[src/rtl/busdev_hs_pkg.sv]
// Shared types for the bus-to-device handshake controller.
package busdev_hs_pkg;

    // Number of registered control bits: phase, request, enable, acknowledge.
    localparam int unsigned HS_STATE_W = 4;

    // Registered controller state. The phase bit separates the active half of
    // a cycle (1) from its return half (0).
    typedef struct packed {
        logic phase;
        logic req;
        logic oe;
        logic ack;
    } hs_state_t;

endpackage

[src/rtl/hs_next_state.sv]
// Next-state logic of the handshake controller.
// Computes one output or phase step from the sampled strobes, the device
// acknowledge and the current state. Each branch is exclusive, so at most one
// bit changes per evaluation. Assumes inputs are synchronous to the clock.
module hs_next_state
    import busdev_hs_pkg::*;
(
    input  logic      rd_i,
    input  logic      wr_i,
    input  logic      dack_i,
    input  hs_state_t cur_i,
    output hs_state_t nxt_o
);

    logic c, r, e, a;
    assign c = cur_i.phase;
    assign r = cur_i.req;
    assign e = cur_i.oe;
    assign a = cur_i.ack;

    // Select the single transition enabled in the current state, if any.
    always_comb begin
        nxt_o = cur_i;
        if (!c && (rd_i || wr_i) && !r && !dack_i && !e && !a) begin
            nxt_o.phase = 1'b1;                       // cycle accepted
        end else if (c && !r && !dack_i && !a && ((rd_i && !e) || (wr_i && e))) begin
            nxt_o.req = 1'b1;                         // request device
        end else if (c && wr_i && !r && !e && !a) begin
            nxt_o.oe = 1'b1;                          // write: drive data first
        end else if (c && rd_i && r && dack_i && !e && !a) begin
            nxt_o.oe = 1'b1;                          // read: data valid
        end else if (c && rd_i && r && dack_i && e && !a) begin
            nxt_o.ack = 1'b1;                         // read: acknowledge bus
        end else if (c && wr_i && r && dack_i && e && !a) begin
            nxt_o.oe = 1'b0;                          // write: device latched data
        end else if (c && wr_i && r && dack_i && !e && !a) begin
            nxt_o.ack = 1'b1;                         // write: acknowledge bus
        end else if (c && !rd_i && !wr_i && e && a) begin
            nxt_o.oe = 1'b0;                          // read: strobe gone, close
        end else if (c && !rd_i && !wr_i && !e && a) begin
            nxt_o.phase = 1'b0;                       // enter return half
        end else if (!c && a) begin
            nxt_o.ack = 1'b0;                         // release bus first
        end else if (!c && r && !a && !e) begin
            nxt_o.req = 1'b0;                         // then release device
        end
    end

endmodule

[src/rtl/hs_violation_mon.sv]
// Protocol-order monitor for the handshake controller.
// Keeps the previous input samples and raises a sticky flag when an input
// edge arrives in a state that forbids it. Assumes inputs are low in reset.
module hs_violation_mon (
    input  logic clk,
    input  logic rst_n,
    input  logic rd_i,
    input  logic wr_i,
    input  logic dack_i,
    input  logic req_i,
    input  logic ack_i,
    output logic err_o
);

    logic rd_q, wr_q, dack_q;
    logic bad;

    // Detect any input edge that breaks the handshake order.
    always_comb begin
        bad = 1'b0;
        if (dack_i && !dack_q && !req_i) bad = 1'b1;
        if (!dack_i && dack_q && req_i)  bad = 1'b1;
        if (!rd_i && rd_q && !ack_i)     bad = 1'b1;
        if (!wr_i && wr_q && !ack_i)     bad = 1'b1;
        if (rd_i && wr_i)                bad = 1'b1;
    end

    // Register previous inputs and accumulate the sticky flag.
    always_ff @(posedge clk) begin
        if (!rst_n) begin
            rd_q   <= 1'b0;
            wr_q   <= 1'b0;
            dack_q <= 1'b0;
            err_o  <= 1'b0;
        end else begin
            rd_q   <= rd_i;
            wr_q   <= wr_i;
            dack_q <= dack_i;
            err_o  <= err_o | bad;
        end
    end

    a_r10_err_sticky: assert property (@(posedge clk) disable iff (!rst_n)
        err_o |=> err_o);

    a_r9_both_strobes_flagged: assert property (@(posedge clk) disable iff (!rst_n)
        (rd_i && wr_i) |=> err_o);

endmodule

[src/rtl/busdev_hs_ctrl.sv]
// Bus-to-device four-phase handshake controller (top).
// Holds the registered phase/request/enable/acknowledge state, advances it by
// at most one step per clock, and reports protocol-order violations.
// Assumes bus strobes and device acknowledge are already synchronized.
module busdev_hs_ctrl
    import busdev_hs_pkg::*;
(
    input  logic clk,
    input  logic rst_n,
    input  logic bus_rd,
    input  logic bus_wr,
    input  logic dev_ack,
    output logic dev_req,
    output logic xcvr_oe,
    output logic bus_ack,
    output logic proto_err
);

    hs_state_t st_q, st_d;

    hs_next_state u_next (
        .rd_i   (bus_rd),
        .wr_i   (bus_wr),
        .dack_i (dev_ack),
        .cur_i  (st_q),
        .nxt_o  (st_d)
    );

    // State register with synchronous reset to idle.
    always_ff @(posedge clk) begin
        if (!rst_n) st_q <= '0;
        else        st_q <= st_d;
    end

    hs_violation_mon u_mon (
        .clk    (clk),
        .rst_n  (rst_n),
        .rd_i   (bus_rd),
        .wr_i   (bus_wr),
        .dack_i (dev_ack),
        .req_i  (st_q.req),
        .ack_i  (st_q.ack),
        .err_o  (proto_err)
    );

    assign dev_req = st_q.req;
    assign xcvr_oe = st_q.oe;
    assign bus_ack = st_q.ack;

    a_r6_single_step: assert property (@(posedge clk) disable iff (!rst_n)
        $countones({dev_req, xcvr_oe, bus_ack} ^ $past({dev_req, xcvr_oe, bus_ack})) <= 1);

    a_r4_ack_after_dev: assert property (@(posedge clk) disable iff (!rst_n)
        $rose(bus_ack) |-> $past(dev_ack));

    a_r5_req_needs_dev_idle: assert property (@(posedge clk) disable iff (!rst_n)
        $rose(dev_req) |-> !$past(dev_ack));

    a_r2_read_oe_after_ack: assert property (@(posedge clk) disable iff (!rst_n)
        ($rose(xcvr_oe) && $past(bus_rd)) |-> ($past(dev_req) && $past(dev_ack)));

    a_r3_write_oe_before_req: assert property (@(posedge clk) disable iff (!rst_n)
        ($rose(dev_req) && $past(bus_wr)) |-> $past(xcvr_oe));

endmodule

[config.mk]
export PLATFORM = sky130hd
export DESIGN_NAME = busdev_hs_ctrl
export DESIGN_NICKNAME = d
export VERILOG_FILES = /design/src/rtl/busdev_hs_pkg.sv /design/src/rtl/hs_next_state.sv /design/src/rtl/hs_violation_mon.sv /design/src/rtl/busdev_hs_ctrl.sv
export SDC_FILE = /design/constraint.sdc
export NUM_CORES = 1
export LEC_CHECK = 0
export BUFFER_PORTS_ARGS = -buffer_cell sky130_fd_sc_hd__buf_4
export CAP_MARGIN = 30
export CORE_AREA = 8 8 45 47
export CTS_CLUSTER_SIZE = 24
export DETAILED_ROUTE_END_ITERATION = 10
export DIE_AREA = 0 0 53 55
export GPL_TIMING_DRIVEN = 0
export SLEW_MARGIN = 5
export SYNTH_ARGS = -nofsm -noshare
export SYNTH_HDL_FRONTEND = slang
export SYNTH_SLANG_ARGS = --single-unit
[constraint.sdc]
create_clock -name clk -period 1.3 [get_ports clk]
set_clock_uncertainty 0.15 [all_clocks]
set_input_delay 0.195 -clock clk [delete_from_list [all_inputs] [get_ports clk]]
set_output_delay 0.195 -clock clk [all_outputs]
set_load 0.01 [all_outputs]
### Yosys cells after proc, flatten, opt, wreduce, memory -nomap -nowiden

Cells that the tools add are included.

* flip-flop bits (word level): 8
* latch bits: 0
* bits in writable memories: 0
* ROM bits: 0
* output and inout bits: 4
* memories: 0

* $add $sub $neg: 0
* $mul: 0
* divide/modulo/power cells: 0
* magnitude comparators: 0
* equality and inequality tests: 20
* shift operators: 0
* mux-type cells: 28
* bitwise operators: 5
* reductions and logical operators: 65

Operator list (count)
* $logic_and 1x1->1: 47
* $ne 2x1->1 const B: 16
* $mux 1: 22
* $reduce_and 8->1: 2
* $reduce_and 10->1: 1
* $ne 3x1->1 const B: 3
* $logic_not 1->1: 8
* $mux 2: 4
* $mux 3: 2
* $reduce_and 5->1: 1
* $ne 4x1->1 const B: 1
* $not 1->1: 4
* $reduce_bool 2->1: 2
* $reduce_bool 4->1: 1
* $reduce_bool 3->1: 1
* $logic_or 1x1->1: 2
* $or 1x1->1: 1

### Longest topological paths before layout

* depth after elaboration: 15
* mapped depth: 4
* gate-level depth less buffers: 3

### By module

Synthesis repeated with hierarchy kept, for this count alone.

* cell total of the unflattened synthesis: 47
* area, all modules: 426.7 µm²

Modules (own cells, without submodules)
* hs_violation_mon: times used 1, cells each 15, area an instance 161.4 µm²
* hs_next_state: times used 1, cells each 24, area an instance 160.2 µm²
* busdev_hs_ctrl: times used 1, cells each 8, area an instance 105.1 µm²

### Worst setup path before layout

Ideal clock, no wire load.

* path type: flip-flop to flip-flop
* from: reg st_q, in the netlist dev_req
* to: reg st_q, in the netlist xcvr_oe
* library setup time: 60 ps
* data arrival time: 1163 ps
* setup slack: -73 ps
* cell stages (with the launch flop): 5
* clock period less this slack: 1373 ps
* cells stage by stage: dfxtp_1 -> buf_2 -> nand3_2 -> a2111oi_4 -> a32o_1

* longest elaborated chain between the ends: 8
* elaborated cells on any way between the ends: 34
* those cells by class: eq/ne (2); mux (4); bitwise (2); reduce/logical (26)

RTL lines
* from (decl): line busdev_hs_ctrl.sv:19 `hs_state_t st_q, st_d;`
* from (signal assigned): line busdev_hs_ctrl.sv:32 `else st_q <= st_d;`
* $logic_and 1x1->1 (2 in a row): line hs_next_state.sv:34, hs_next_state.sv:36
* $logic_and 1x1->1 (2 in a row): line hs_next_state.sv:34 `end else if (c && wr_i && r && dack_i && e && !a) begin`
* $mux 1: line hs_next_state.sv:34
* $mux 3: line hs_next_state.sv:32 `end else if (c && rd_i && r && dack_i && e && !a) begin`
* $mux 1: line hs_next_state.sv:30 `end else if (c && rd_i && r && dack_i && !e && !a) begin`
* $mux 1: line hs_next_state.sv:28 `end else if (c && wr_i && !r && !e && !a) begin`

Parallel ways exist; a longest one is shown, timed or not. The select of a mux whose other input is x is not followed.
A chain may end at the register's enable or synchronous reset.

### Final worst setup path

* from: reg st_q, in the netlist bus_ack
* to: reg st_q, in the netlist xcvr_oe

* longest elaborated chain between the ends: 6
* elaborated cells on any way between the ends: 20
* those cells by class: eq/ne (2); mux (4); bitwise (2); reduce/logical (12)

RTL lines (line)
* $logic_not 1->1
* $logic_and 1x1->1: hs_next_state.sv:34
* $mux 1: hs_next_state.sv:34
* $mux 3: hs_next_state.sv:32
* $mux 1: hs_next_state.sv:30
* $mux 1: hs_next_state.sv:28

Parallel ways exist; a longest one is shown, timed or not. The select of a mux whose other input is x is not followed.

==> reports/results.ini <==
[place]
dpl.hpwl_um = 653
dp.cells = 74
place.gp.congestion = 0.820
place_ws_ps = -7.21
portBuffers = 8

[setup_path]
crit_path_start_kind = register
cpMaxStageDelayCell = dfxtp_4
critPathCaptureType = register
crit_family = compound AO/OA/AOI/OAI gates
crit_chain = nand4b_1 -> a211o_1 -> a32o_1
worstPathRequired_ps = 1290
slowest_delay_ps = 370
crit_type = register to register
arrival_ps = 1260
critPathMaxFanout = 8
path_buf_inv = 0

[timing]
fin_ws_ps = 29.8
fin_crit_sh_pct = 97.7
fmax_ghz = 0.787
finalSetupViolCount = 0
period_minus_slack_ps = 1270
rsz0062_at_grt = false
tightest_slew_ps = 358
maxSlewViolCount = 0
slew_headroom_pct = 76.2
finalHoldViolCount = 0

[finish]
antennaDiodeCount = 0
stdcell_count = 80
area_delta_synth_final_pct = 32.7
fill_cells = 135
nets = 71
drive_gt1_share_pct = 39.1

[floorplanning]
rows = 14
fp.dieW_um = 53
fp.dieH_um = 55
die_area_mm2 = 0.00292
core-area_mm2 = 0.00138
start_util_pct = 32.9
io-pin-count = 9

[routing]
drt_first_pass_iters = 2
routed-via-count = 408
drt_iter0_drc = 2
ant_nets = 0
wl_per_cell_um = 12.4
drc = 0
drt-vias-per-instance = 5.10
routed_wl_um = 989

[synthesis]
yosysTopAreaCell = dfxtp_1
synthCells = 50
synth_nets = 55
synthTopCellsByArea = dfxtp_1, and2_1, a2111oi_4
synth_area_um2 = 455
yosysTopAreaCellShare_pct = 35.2
ys_types = 28
synth_commonest_cells = dfxtp_1, and2_1, nand2b_1
ys_ff_latch = 8
ys_async_sr_fraction_pct = 0
yosysWarnings = 0
synth_ff_type = dfxtp_1
postSynthAreaPerCell_um2 = 9.11
synth_most_common_cell = dfxtp_1
synth_seq_area_share_pct = 35.2
synth-edff-count = 0

[power]
clkPwrFrac_pct = 30.6
power_leakage_nw = 0.234
seqPwrFrac_pct = 46.2
p_switching_uw = 166
p_comb_share_pct = 23.3
powerDensity_mw_per_mm2 = 1010
ir_drop_mv = 0.654
total_power_uw = 609
power.internal_uw = 443
switching_share_pct = 27.3

[cts]
clock_path_buffers = 2
clock_latency_ps = 250
cts_sinks = 8
cts-htree-levels = 1
clk_pin_slew_ps = 60
cts_made_buffers = 3
cts-root-buf = clkbuf_4
cts_tree = yes

[hold_path]
min-delay-path-class = input port to register

[run_status]
status = finished, final reports clean

[global_routing]
antenna_found_initial = 0
grt_pass1_vias = 360
grt_max_degree = 11
track_usage_pct = 7.01
grt_overflow = 0
grt_pass1_wl_um = 1570

[job]
maxCapViolCount = 0

## stage by stage
step                      area [um2]  hold slack [ps]  utilization (%)  setup TNS, ps
after floorplan                  472              167                -              0
after global placement           552              325             39.9          -17.3
after detailed placement         552              328             39.9          -7.21
after CTS                        567             63.8             41.0          -11.8
after global routing             604             79.0             43.7              0
final                            604             65.6             43.7              0
## state kept, by name (all words and copies together) (netlist names)
| register | flops |
|---|---|
| bus_ack | 1 |
| dev_req | 1 |
| st_q | 1 |
| u_mon.dack_q | 1 |
| u_mon.err_o | 1 |
| u_mon.rd_q | 1 |
| u_mon.wr_q | 1 |
| xcvr_oe | 1 |
## metal layers
layer  vias to the layer above  track usage, %  wire length (um)
li1                        212               -                 -
met1                       188            8.56               441
met2                         6            11.1               498
met3                         2            2.41                42
met4                         0            2.59                 6
met5                         -               0                 0
## power groups by stage
stage / Clock (mW) / Combinational (mW) / Sequential (mW)
after floorplan: 0 / 0.0880 / 0.288
after global placement: 0 / 0.138 / 0.286
after detailed placement: 0 / 0.137 / 0.286
after CTS: 0.191 / 0.130 / 0.285
after global routing: 0.204 / 0.155 / 0.284
final: 0.186 / 0.142 / 0.281
## worst register-to-register path: stages (launching register included)
cell and delay [ps]:
dfxtp_4 370, nand4b_1 180, a211o_1 260, a32o_1 210
## path summary, 6_finish.rpt
check               start      end  slack, ps  depth (start not counted)
setup / recovery  bus_ack  xcvr_oe         30                          3
hold / removal      rst_n  st_q[3]         70                          3
setup reg to reg  bus_ack  xcvr_oe         30                          3
hold reg to reg   bus_ack  bus_ack        380                          2
## final cells by class
class | instances | area (um2) | area share, %
well taps | 16 | 20.0 | 3.31
plain buffers | 2 | 11.3 | 1.86
multi-input cells | 38 | 290 | 48.0
repair buffers | 12 | 87.6 | 14.5
flip-flops and latches | 8 | 169 | 28.0
inverters | 1 | 3.75 | 0.621
clock buffers | 3 | 22.5 | 3.73
## cells by family (layout without fill, tap and decap cells)
kind of cell	Yosys count	count (layout)	synth area share, %
multiplexers	1	1	2.47
AO/OA/AOI/OAI	14	14	25.3
AND/OR/NAND/NOR	23	23	33.2
flip-flops	8	8	35.2
buffers and inverters	4	18	3.84
## layout by cell type (no fill, tap or decap)
cell type and n:
nand3b_1 1, nand3_1 3, a32o_1 1, inv_1 1, a2111oi_4 1, mux2_1 1
or2_1 1, nand2b_2 1, clkbuf_2 1, dfxtp_2 1, and2_2 1, dfxtp_1 5
a211o_1 1, nand4b_1 1, dfxtp_4 2, nand2b_1 3, nor2b_1 2, clkbuf_1 1
a21oi_1 3, nor3_1 1, or3b_1 1, nand3_2 1, clkbuf_4 3, o2111ai_1 1
buf_4 12, nor3_2 1, o31ai_1 1, a21boi_1 1, and2_1 5, o211ai_1 1
o21ai_1 3, nand2b_4 1, o21a_1 1
## what timing repair did
item	CTS	global route
buffers inserted	0	4
resized for setup	2	5
pin swaps	2	3
hold buffers	0	0
endpoints found under the setup margin	2	2
Note: power is estimated with default switching activity, not from simulation.
